File: src/rtl/snap_pkg.sv
package snap_pkg;

    typedef struct packed {
        logic [19:0] ctx;
        logic [5:0]  exp;
        logic        ten;
        logic [2:0]  fmt;
        logic        pctx;
        logic        en;
    } ctl_t;

    typedef enum logic {S_IDLE, S_WRITE} wr_state_t;

    localparam logic [1:0] REG_CTL  = 2'd0;
    localparam logic [1:0] REG_STAT = 2'd1;
    localparam logic [1:0] REG_HEAD = 2'd2;
    localparam logic [1:0] REG_BASE = 2'd3;

    // report length in 32-bit words for a format code
    function automatic logic [6:0] fmt_words(input logic [2:0] f);
        case (f)
            3'd1, 3'd2, 3'd6: fmt_words = 7'd32;
            3'd3:             fmt_words = 7'd48;
            3'd5:             fmt_words = 7'd64;
            default:          fmt_words = 7'd16;
        endcase
    endfunction

    // mask with exp+1 low bits set
    function automatic logic [63:0] period_mask(input logic [5:0] e);
        period_mask = ~(64'hFFFF_FFFF_FFFF_FFFF << (7'(e) + 7'd1));
    endfunction

endpackage

File: src/rtl/snap_timer.sv
module snap_timer import snap_pkg::*; #(
    parameter int BASE_CYC = 4
) (
    input  logic       clk,
    input  logic       rst,
    input  logic       run,
    input  logic [5:0] exp,
    output logic       fire
);
    localparam int PW = (BASE_CYC > 1) ? $clog2(BASE_CYC) : 1;

    logic [PW-1:0] pre_q;
    logic [63:0]   per_q;
    logic          unit;
    logic [63:0]   mask;

    assign unit = (pre_q == PW'(BASE_CYC - 1));
    assign mask = period_mask(exp);
    assign fire = run && unit && (per_q == mask);

    always_ff @(posedge clk) begin
        if (rst || !run) begin
            pre_q <= '0;
            per_q <= '0;
        end else if (unit) begin
            pre_q <= '0;
            per_q <= (per_q == mask) ? 64'd0 : per_q + 64'd1;
        end else begin
            pre_q <= pre_q + PW'(1);
        end
    end
endmodule

File: src/rtl/snap_counters.sv
module snap_counters #(
    parameter int NUM_CTR = 8,
    parameter int CTR_W   = 32
) (
    input  logic                            clk,
    input  logic                            rst,
    input  logic                            en,
    input  logic [NUM_CTR-1:0]              inc,
    output logic [NUM_CTR-1:0][CTR_W-1:0]   vals,
    output logic                            wrap
);
    logic [NUM_CTR-1:0] wrap_v;

    for (genvar i = 0; i < NUM_CTR; i++) begin : g_ctr
        assign wrap_v[i] = en && inc[i] && (&vals[i]);
        always_ff @(posedge clk) begin
            if (rst)
                vals[i] <= '0;
            else if (en && inc[i])
                vals[i] <= vals[i] + CTR_W'(1);
        end
    end

    assign wrap = |wrap_v;
endmodule

File: src/rtl/snap_space.sv
module snap_space #(
    parameter int MIN_BUF_LOG2 = 17
) (
    input  logic [25:0] tail,
    input  logic [25:0] head,
    input  logic [2:0]  size_n,
    input  logic [6:0]  need_words,
    output logic [31:0] ring_mask,
    output logic        room_ok
);
    logic [32:0] size_b;
    logic [31:0] fill;

    assign size_b    = 33'd1 << (6'(MIN_BUF_LOG2) + 6'(size_n));
    assign ring_mask = size_b[31:0] - 32'd1;
    assign fill      = ({tail, 6'b0} - {head, 6'b0}) & ring_mask;
    assign room_ok   = ({1'b0, fill} + {24'b0, need_words, 2'b0}) < size_b;
endmodule

File: src/rtl/snap_ring_writer.sv
module snap_ring_writer import snap_pkg::*; #(
    parameter int NUM_CTR      = 8,
    parameter int CTR_W        = 32,
    parameter int BASE_CYC     = 4,
    parameter int MIN_BUF_LOG2 = 17
) (
    input  logic               clk,
    input  logic               rst,
    input  logic               reg_we,
    input  logic [1:0]         reg_addr,
    input  logic [31:0]        reg_wdata,
    output logic [31:0]        reg_rdata,
    input  logic [NUM_CTR-1:0] cnt_inc,
    input  logic [19:0]        cur_ctx,
    output logic               mem_we,
    output logic [31:0]        mem_addr,
    output logic [31:0]        mem_wdata,
    output logic               mem_space
);
    ctl_t        ctl_q;
    logic [25:0] tail_q, head_q, base_q;
    logic        head_sel_q;
    logic [2:0]  size_n_q;
    logic [2:0]  sticky, sticky_d;
    wr_state_t   state_q;
    logic [5:0]  widx_q;
    logic [6:0]  rep_w_q;
    logic [7:0]  rep_id_q;
    logic [23:0] ts_q;
    logic [31:0] hdr_q;
    logic [NUM_CTR-1:0][CTR_W-1:0] snap_q, ctr_vals;
    logic        ctr_wrap, fire, room_ok, busy, gate, last_word;
    logic        accept, drop_full, drop_busy, wr_stat;
    logic [31:0] ring_mask;
    logic [6:0]  cur_words;

    snap_timer #(.BASE_CYC(BASE_CYC)) u_timer (
        .clk(clk), .rst(rst), .run(ctl_q.en && ctl_q.ten),
        .exp(ctl_q.exp), .fire(fire)
    );

    snap_counters #(.NUM_CTR(NUM_CTR), .CTR_W(CTR_W)) u_ctrs (
        .clk(clk), .rst(rst), .en(ctl_q.en), .inc(cnt_inc),
        .vals(ctr_vals), .wrap(ctr_wrap)
    );

    snap_space #(.MIN_BUF_LOG2(MIN_BUF_LOG2)) u_space (
        .tail(tail_q), .head(head_q), .size_n(size_n_q),
        .need_words(cur_words), .ring_mask(ring_mask), .room_ok(room_ok)
    );

    assign cur_words = fmt_words(ctl_q.fmt);
    assign busy      = (state_q == S_WRITE);
    assign gate      = !ctl_q.pctx || (cur_ctx == ctl_q.ctx);
    assign last_word = ({1'b0, widx_q} == rep_w_q - 7'd1);
    assign accept    = fire && gate && !busy && room_ok;
    assign drop_full = fire && gate && !busy && !room_ok;
    assign drop_busy = fire && gate && busy;
    assign wr_stat   = reg_we && (reg_addr == REG_STAT);

    always_comb begin
        sticky_d = wr_stat ? (sticky & reg_wdata[2:0]) : sticky;
        if (drop_full) sticky_d = sticky_d | 3'b011;
        if (drop_busy) sticky_d = sticky_d | 3'b001;
        if (ctr_wrap)  sticky_d = sticky_d | 3'b100;
    end

    always_ff @(posedge clk) begin
        if (rst) begin
            ctl_q      <= '0;
            tail_q     <= '0;
            head_q     <= '0;
            base_q     <= '0;
            head_sel_q <= 1'b0;
            size_n_q   <= '0;
            sticky     <= '0;
            state_q    <= S_IDLE;
            widx_q     <= '0;
            rep_w_q    <= 7'd16;
            rep_id_q   <= '0;
            ts_q       <= '0;
            hdr_q      <= '0;
            snap_q     <= '0;
        end else begin
            ts_q   <= ts_q + 24'd1;
            sticky <= sticky_d;
            if (reg_we && reg_addr == REG_CTL) ctl_q <= ctl_t'(reg_wdata);
            if (reg_we && reg_addr == REG_HEAD) begin
                head_q     <= reg_wdata[31:6];
                head_sel_q <= reg_wdata[0];
            end
            if (reg_we && reg_addr == REG_BASE) base_q <= reg_wdata[31:6];
            if (wr_stat) size_n_q <= reg_wdata[5:3];
            if (busy && last_word)
                tail_q <= tail_q + 26'(rep_w_q[6:4]);
            else if (wr_stat)
                tail_q <= reg_wdata[31:6];
            if (accept) begin
                state_q  <= S_WRITE;
                widx_q   <= '0;
                rep_w_q  <= cur_words;
                hdr_q    <= {rep_id_q, ts_q};
                snap_q   <= ctr_vals;
                rep_id_q <= rep_id_q + 8'd1;
            end else if (busy) begin
                widx_q <= widx_q + 6'd1;
                if (last_word) state_q <= S_IDLE;
            end
        end
    end

    always_comb begin
        mem_wdata = '0;
        if (widx_q == 6'd0) mem_wdata = hdr_q;
        for (int i = 0; i < NUM_CTR; i++)
            if (widx_q == 6'(i + 1)) mem_wdata = 32'(snap_q[i]);
    end

    assign mem_we    = busy;
    assign mem_addr  = {base_q, 6'b0} +
                       (({tail_q, 6'b0} + {24'b0, widx_q, 2'b0}) & ring_mask);
    assign mem_space = head_sel_q;

    always_comb begin
        case (reg_addr)
            REG_CTL:  reg_rdata = ctl_q;
            REG_STAT: reg_rdata = {tail_q, size_n_q, sticky};
            REG_HEAD: reg_rdata = {head_q, 5'b0, head_sel_q};
            default:  reg_rdata = {base_q, 6'b0};
        endcase
    end
endmodule

File: config.mk
export PLATFORM = sky130hd
export DESIGN_NAME = snap_ring_writer
export DESIGN_NICKNAME = d
export VERILOG_FILES = /design/src/rtl/snap_pkg.sv /design/src/rtl/snap_timer.sv /design/src/rtl/snap_counters.sv /design/src/rtl/snap_space.sv /design/src/rtl/snap_ring_writer.sv
export SDC_FILE = /design/constraint.sdc
export NUM_CORES = 2
export LEC_CHECK = 0
export BUFFER_PORTS_ARGS = -buffer_cell sky130_fd_sc_hd__buf_2
export CORE_AREA = 2 2 305 247
export DETAILED_ROUTE_END_ITERATION = 7
export DIE_AREA = 0 0 307 249
export PLACE_DENSITY = 0.75
export SYNTH_ARGS = -nofsm -noshare
export SYNTH_HDL_FRONTEND = slang
export SYNTH_SLANG_ARGS = --single-unit
export TNS_END_PERCENT = 20
File: constraint.sdc
create_clock -name clk -period 4.62 [get_ports clk]
set_input_delay 0.462 -clock clk [delete_from_list [all_inputs] [get_ports clk]]
set_output_delay 0.462 -clock clk [all_outputs]
set_load 0.05 [all_outputs]
# == Word-level counts from Yosys, hierarchy flattened ==
# Cells that the tools add are included.
# totals
register_bits,773
in_bits,65
out_inout_bits,98
word_cells,156
# op_classes
add_sub_neg,22
n_lt_le_gt_ge,1
n_eq_ne,20
n_shift,2
mux,21
bitwise_logic,4
n_reduce_logical,50
# ops
operator,count
2-to-1 mux 32 bit,9
"adder 32 x 1 -> 32 bit, second input constant",8
AND reduction 32 bit,8
case mux 32 bit (3 select lines),1
"adder 64 x 1 -> 64 bit, second input constant",1
AND 32 bit,2
== test 64 bit,1
2-to-1 mux 64 bit,1
inverter 64 bit,1
"<< shifter 64 x 7 -> 64 bit, first input constant",1
2-to-1 mux 26 bit,2
adder 32 x 9 -> 33 bit,1
< comparator 33 bit,1
"<< shifter 1 x 6 -> 33 bit, first input constant",1
adder 32 bit,1
adder 32 x 8 -> 32 bit,1
"subtractor 32 x 1 -> 32 bit, second input constant",1
subtractor 32 bit,1
logical AND 1 bit,29
adder 26 x 3 -> 26 bit,1
"adder 24 x 1 -> 24 bit, second input constant",1
"== test 6 x 3 -> 1 bit, second input constant",4
case mux 7 bit (3 select lines),1
== test 20 bit,1
27 further kinds,41

# == Depth between registers and ports, before layout ==
# logic_depth
depth_word,11
mapped_depth,29

# == Cells and area by module ==
# Synthesis repeated with hierarchy kept, for this count alone.
# hier_totals
hier_cells,5198
hier_area_um2,40527.6
# modules_own_cells
mod,n_inst,cells_per_inst,area_each_um2
snap_ring_writer,1,2785,21217.8
snap_counters,1,1372,11661.2
snap_timer,1,712,5391.4
snap_space,1,329,2257.2

# == Worst setup path after synthesis ==
# Ideal clock, no wire load.
# synth_path
path_type,reg-to-reg
start,reg tail_q[0]
end,reg rep_w_q[5]
setup_time_ps,128
arrival_ps,4986
required_time_ps,4492
setup_slack_ps,-494
path_stages_with_launch,26
synth_period_minus_slack_ps,5114
cell_sequence,dfxtp_1 > inv_1 > ha_1 > fa_1 > nand2b_1 > a21o_1 > a211oi_2 > o21ai_0 > a2111o_1 > or4b_1 > clkbuf_1 > xnor2_1 > ha_1 > nor2b_1 > o21ai_0 > nand2_1 > a21oi_1 > or2_2 > a21oi_1 > a311oi_1 > o211a_1 > buf_6 > buf_12 > buf_12 > mux2i_1 > nor2_1
# synth_between
elab_chain_cells,5
# synth_rtl
item,line,rtl
"start, declared",snap_ring_writer.sv:21,"logic [25:0] tail_q, head_q, base_q;"
"start signal, assigned",snap_ring_writer.sv:95,tail_q <= tail_q + 26'(rep_w_q[6:4]);
"start signal, assigned",snap_ring_writer.sv:97,tail_q <= reg_wdata[31:6];
subtractor 32 bit,snap_space.sv:16,"assign fill = ({tail, 6'b0} - {head, 6'b0}) & ring_mask;"
AND 32 bit,snap_space.sv:16,
adder 32 x 9 -> 33 bit,snap_space.sv:17,"assign room_ok = ({1'b0, fill} + {24'b0, need_words, 2'b0}) < size_b;"
< comparator 33 bit,snap_space.sv:17,
logical AND 1 bit,snap_ring_writer.sv:56,assign accept = fire && gate && !busy && room_ok;
"end signal, assigned",snap_ring_writer.sv:101,rep_w_q <= cur_words;
"end, declared",snap_ring_writer.sv:27,logic [6:0] rep_w_q;
# Every way passes these cells.
# A chain may end at the register's enable or synchronous reset.

# == Final worst setup path ==
# layout_path
start,reg head_q[7]
end,reg snap_q[135] (netlist name)
# layout_between
elab_chain_cells,5
# layout_rtl
item,line,rtl
"start, declared",snap_ring_writer.sv:21,
"start signal, assigned",snap_ring_writer.sv:89,head_q <= reg_wdata[31:6];
subtractor 32 bit,snap_space.sv:16,
AND 32 bit,snap_space.sv:16,
adder 32 x 9 -> 33 bit,snap_space.sv:17,
< comparator 33 bit,snap_space.sv:17,
logical AND 1 bit,snap_ring_writer.sv:56,
"end signal, assigned",snap_ring_writer.sv:103,snap_q <= ctr_vals;
"end, declared",snap_ring_writer.sv:31,"logic [NUM_CTR-1:0][CTR_W-1:0] snap_q, ctr_vals;"
# Every way passes these cells.

==> impl_metrics.env <==
export IMPL_slew_limit_headroom_pct=25.0
export IMPL_pwr_density_cell_nw_per_um2=307
export IMPL_grt_usage_pct=28.2
export IMPL_die_x_um=307
export IMPL_vias=35500
export IMPL_worst_setup_path_end_kind="flop"
export IMPL_yosysTopAreaCell="dfxtp_1"
export IMPL_cts_tree="built"
export IMPL_final_cell_mix="nor2_1, dfxtp_1, nand2_1"
export IMPL_grt_max_degree=178
export IMPL_post_place_ws_ns=-0.735
export IMPL_ys_warn_count=0
export IMPL_cpMostUsedCell="buf_4"
export IMPL_routed_wl_mm=113
export IMPL_ios=163
export IMPL_synth_area_sq_um=40000
export IMPL_max_clock_freq_mhz=187
export IMPL_finalClockSkew_ns=0.0439
export IMPL_synth_area_leaders="dfxtp_1, mux2i_1, nor2_1"
export IMPL_tightest_slew_ns=1.12
export IMPL_cts_sinks=769
export IMPL_synth_adder_area_share_pct=3.19
export IMPL_synth_compound_area_share_pct=12.1
export IMPL_start_kind="flop"
export IMPL_num_antenna_cells=0
export IMPL_fin_util_pct=64.0
export IMPL_nNetsFinal=5240
export IMPL_drt_iter0_drc=3533
export IMPL_drive_above_1_share_pct=15.4
export IMPL_numCtsBuffers=78
export IMPL_rsz0062_at_grt="yes"
export IMPL_slowest_delay_ns=0.47
export IMPL_place_congestion=0.981
export IMPL_dpl_hpwl_mm=79.7
export IMPL_placed_area_sq_um=43200
export IMPL_async_flop_share_pct=0
export IMPL_clockBufferDepth=3
export IMPL_routed_via_density=5.83
export IMPL_synth_xor_area_share_pct=8.73
export IMPL_status="finished with violations"
export IMPL_wl_per_cell_um=18.5
export IMPL_fp_dieH_um=249
export IMPL_htree_levels=3
export IMPL_yosysTopAreaCellShare_pct=38.5
export IMPL_slew_viol_final=0
export IMPL_yosysSeqAreaShare_pct=38.5
export IMPL_post_route_cell_area_sq_um=46900
export IMPL_peakVddDrop_v=0.000251
export IMPL_initial_core_util_pct=54.6
export IMPL_root_buffer="clkbuf_16"
export IMPL_critPathTopFamily="simple AND/OR/NAND/NOR gates"
export IMPL_finalWorstSetupSlack_ns=-0.715
export IMPL_seq_area_sq_um=15400
export IMPL_synth_edf_count=0
export IMPL_multi_input_area_sq_um=23200
export IMPL_detail_route_first_pass_iterations=6
export IMPL_setup_violations=317
export IMPL_synth_cells=4774
export IMPL_synthSimpleGateAreaFrac_pct=22.8
export IMPL_grt_pass1_vias=32700
export IMPL_violations="negative setup slack"
export IMPL_hold_path_class="input pin to flop"
export IMPL_drc=0
export IMPL_fin_crit_ns=5.33
export IMPL_critPathSlowestCell="or4b_4"
export IMPL_portBuffers=160
export IMPL_crit_type="flop to flop"
export IMPL_synth_area_mux_share_pct=9.61
export IMPL_clk_pin_slew_worst_paths_ns=0.06
export IMPL_clk_latency_ns=0.65
export IMPL_hold_violations=0
export IMPL_cp_buffers_inverters=8
export IMPL_antenna_left=0
export IMPL_row_count=89
export IMPL_fin_crit_sh_pct=115
export IMPL_tns_ns=-181.65
export IMPL_ys_ff_latch=769
export IMPL_p_leak_nw=17.8
export IMPL_nFillCells=6009
export IMPL_grt_pass1_wl_mm=177
export IMPL_dieArea_sq_um=76400
export IMPL_cp_max_fo=9
export IMPL_syn_area_per_cell_sq_um=8.38
export IMPL_core_area_sq_um=73300
export IMPL_worstPathArrival_ns=5.84
export IMPL_synth_top_family_by_area="simple AND/OR/NAND/NOR gates"
export IMPL_antenna_found_initial=1
export IMPL_synth_top_flop_cell="dfxtp_1"
export IMPL_postCtsHoldBufs=0
export IMPL_crit_required_ns=5.12
export IMPL_overflow=0
export IMPL_synthDistinctLibCells=96
export IMPL_final_common_cell="nor2_1"
export IMPL_area_growth_pct=17.1
export IMPL_drv_cap=0
## report_power, final
part | internal (mW) | total (mW) | switching [mW]
registers | 6.67 | 6.71 | 0.0418
clock network | 3.70 | 6.51 | 2.81
logic | 0.480 | 1.17 | 0.689
## per-layer routing
metal | track usage [%] | wire [um]
met1 | 41.5 | 53000
met2 | 43.0 | 49500
met5 | 0 | 0
met3 | 3.28 | 7100
met4 | 8.57 | 3070
## path summary, 6_finish.rpt
kind / from / to / slack, ns / cells after the start
max: head_q[7] / snap_q[135] / -0.71 / 27
min: reg_wdata[1] / ctl_q[1] / 0.09 / 3
max reg2reg: head_q[7] / snap_q[135] / -0.71 / 27
min reg2reg: u_timer.pre_q[0] / u_timer.pre_q[0] / 0.44 / 1
## area by class of cell
class                      instances  share of cell area [%]
multi-input combinational       3627                    49.5
sequential                       769                    32.9
timing repair buffer             511                    8.68
clock buffer                     110                    4.85
tap                              955                    2.55
clock inverter                    30                   0.814
inverter                          89                   0.713
## cell usage after synthesis (all sizes together) (69+ instances only)
library cell,n
ha,94
xor2,257
buf,69
a21oi,233
o21ai,221
xnor2,141
nand3,162
a22oi,75
clkbuf,236
nor2,805
inv,89
mux2i,320
nand4,85
and3,75
nand2,509
dfxtp,769
## through the flow
stage / hold slack, ns / std cells / power (mW)
floorplan: 0.404 / 4790 / 7.53
global placement: 0.423 / 5923 / 7.90
detailed placement: 0.428 / 5923 / 7.91
CTS: 0.0587 / 6073 / 14.4
global route: 0.0929 / 6091 / 14.8
finish: 0.0907 / 6091 / 14.4
## state kept, by name, indices dropped and copies added (netlist names)
register and count:
snap_q 256, u_ctrs.vals 256, u_timer.per_q 64, ctl_q 32
hdr_q 32, base_q 26, head_q 26, tail_q 26
ts_q 24, rep_id_q 8, widx_q 6, rep_w_q 3
size_n_q 3, sticky 3, u_timer.pre_q 2, mem_space 1
mem_we 1
## kinds of logic after synthesis
| logic type | Yosys count |
|---|---|
| adders and majority gates | 99 |
| muxes | 351 |
| and+or+nand+nor | 1987 |
| AOI/OAI and AO/OA | 774 |
| other | 2 |
| xor gates and xnor gates | 398 |
| buffers and inverters | 394 |
| DFF | 769 |
## worst reg2reg max path: stages, from the launching register on
cell	delay [ns]
dfxtp_1	0.34
inv_1	0.06
ha_1	0.32
buf_4	0.16
nand3_2	0.11
buf_4	0.17
nor2b_2	0.15
o31ai_4	0.09
buf_4	0.15
nand3b_1	0.14
mux2i_2	0.35
buf_4	0.17
or4b_4	0.47
xnor2_1	0.15
ha_1	0.29
nor2b_1	0.14
o21ai_1	0.12
nand2_1	0.07
a21oi_2	0.14
or2_4	0.14
a21oi_2	0.05
a311oi_2	0.32
o211a_4	0.26
buf_12	0.16
buf_16	0.18
buf_16	0.15
mux2i_1	0.26
nor2_1	0.08
## repair_timing
item	CTS	global route
buffers inserted	10	10
pin swaps	33	13
endpoints found under the setup margin	366	401
resized for setup	67	87
cloned	1	8
Note: power is estimated with default switching activity, not from simulation.
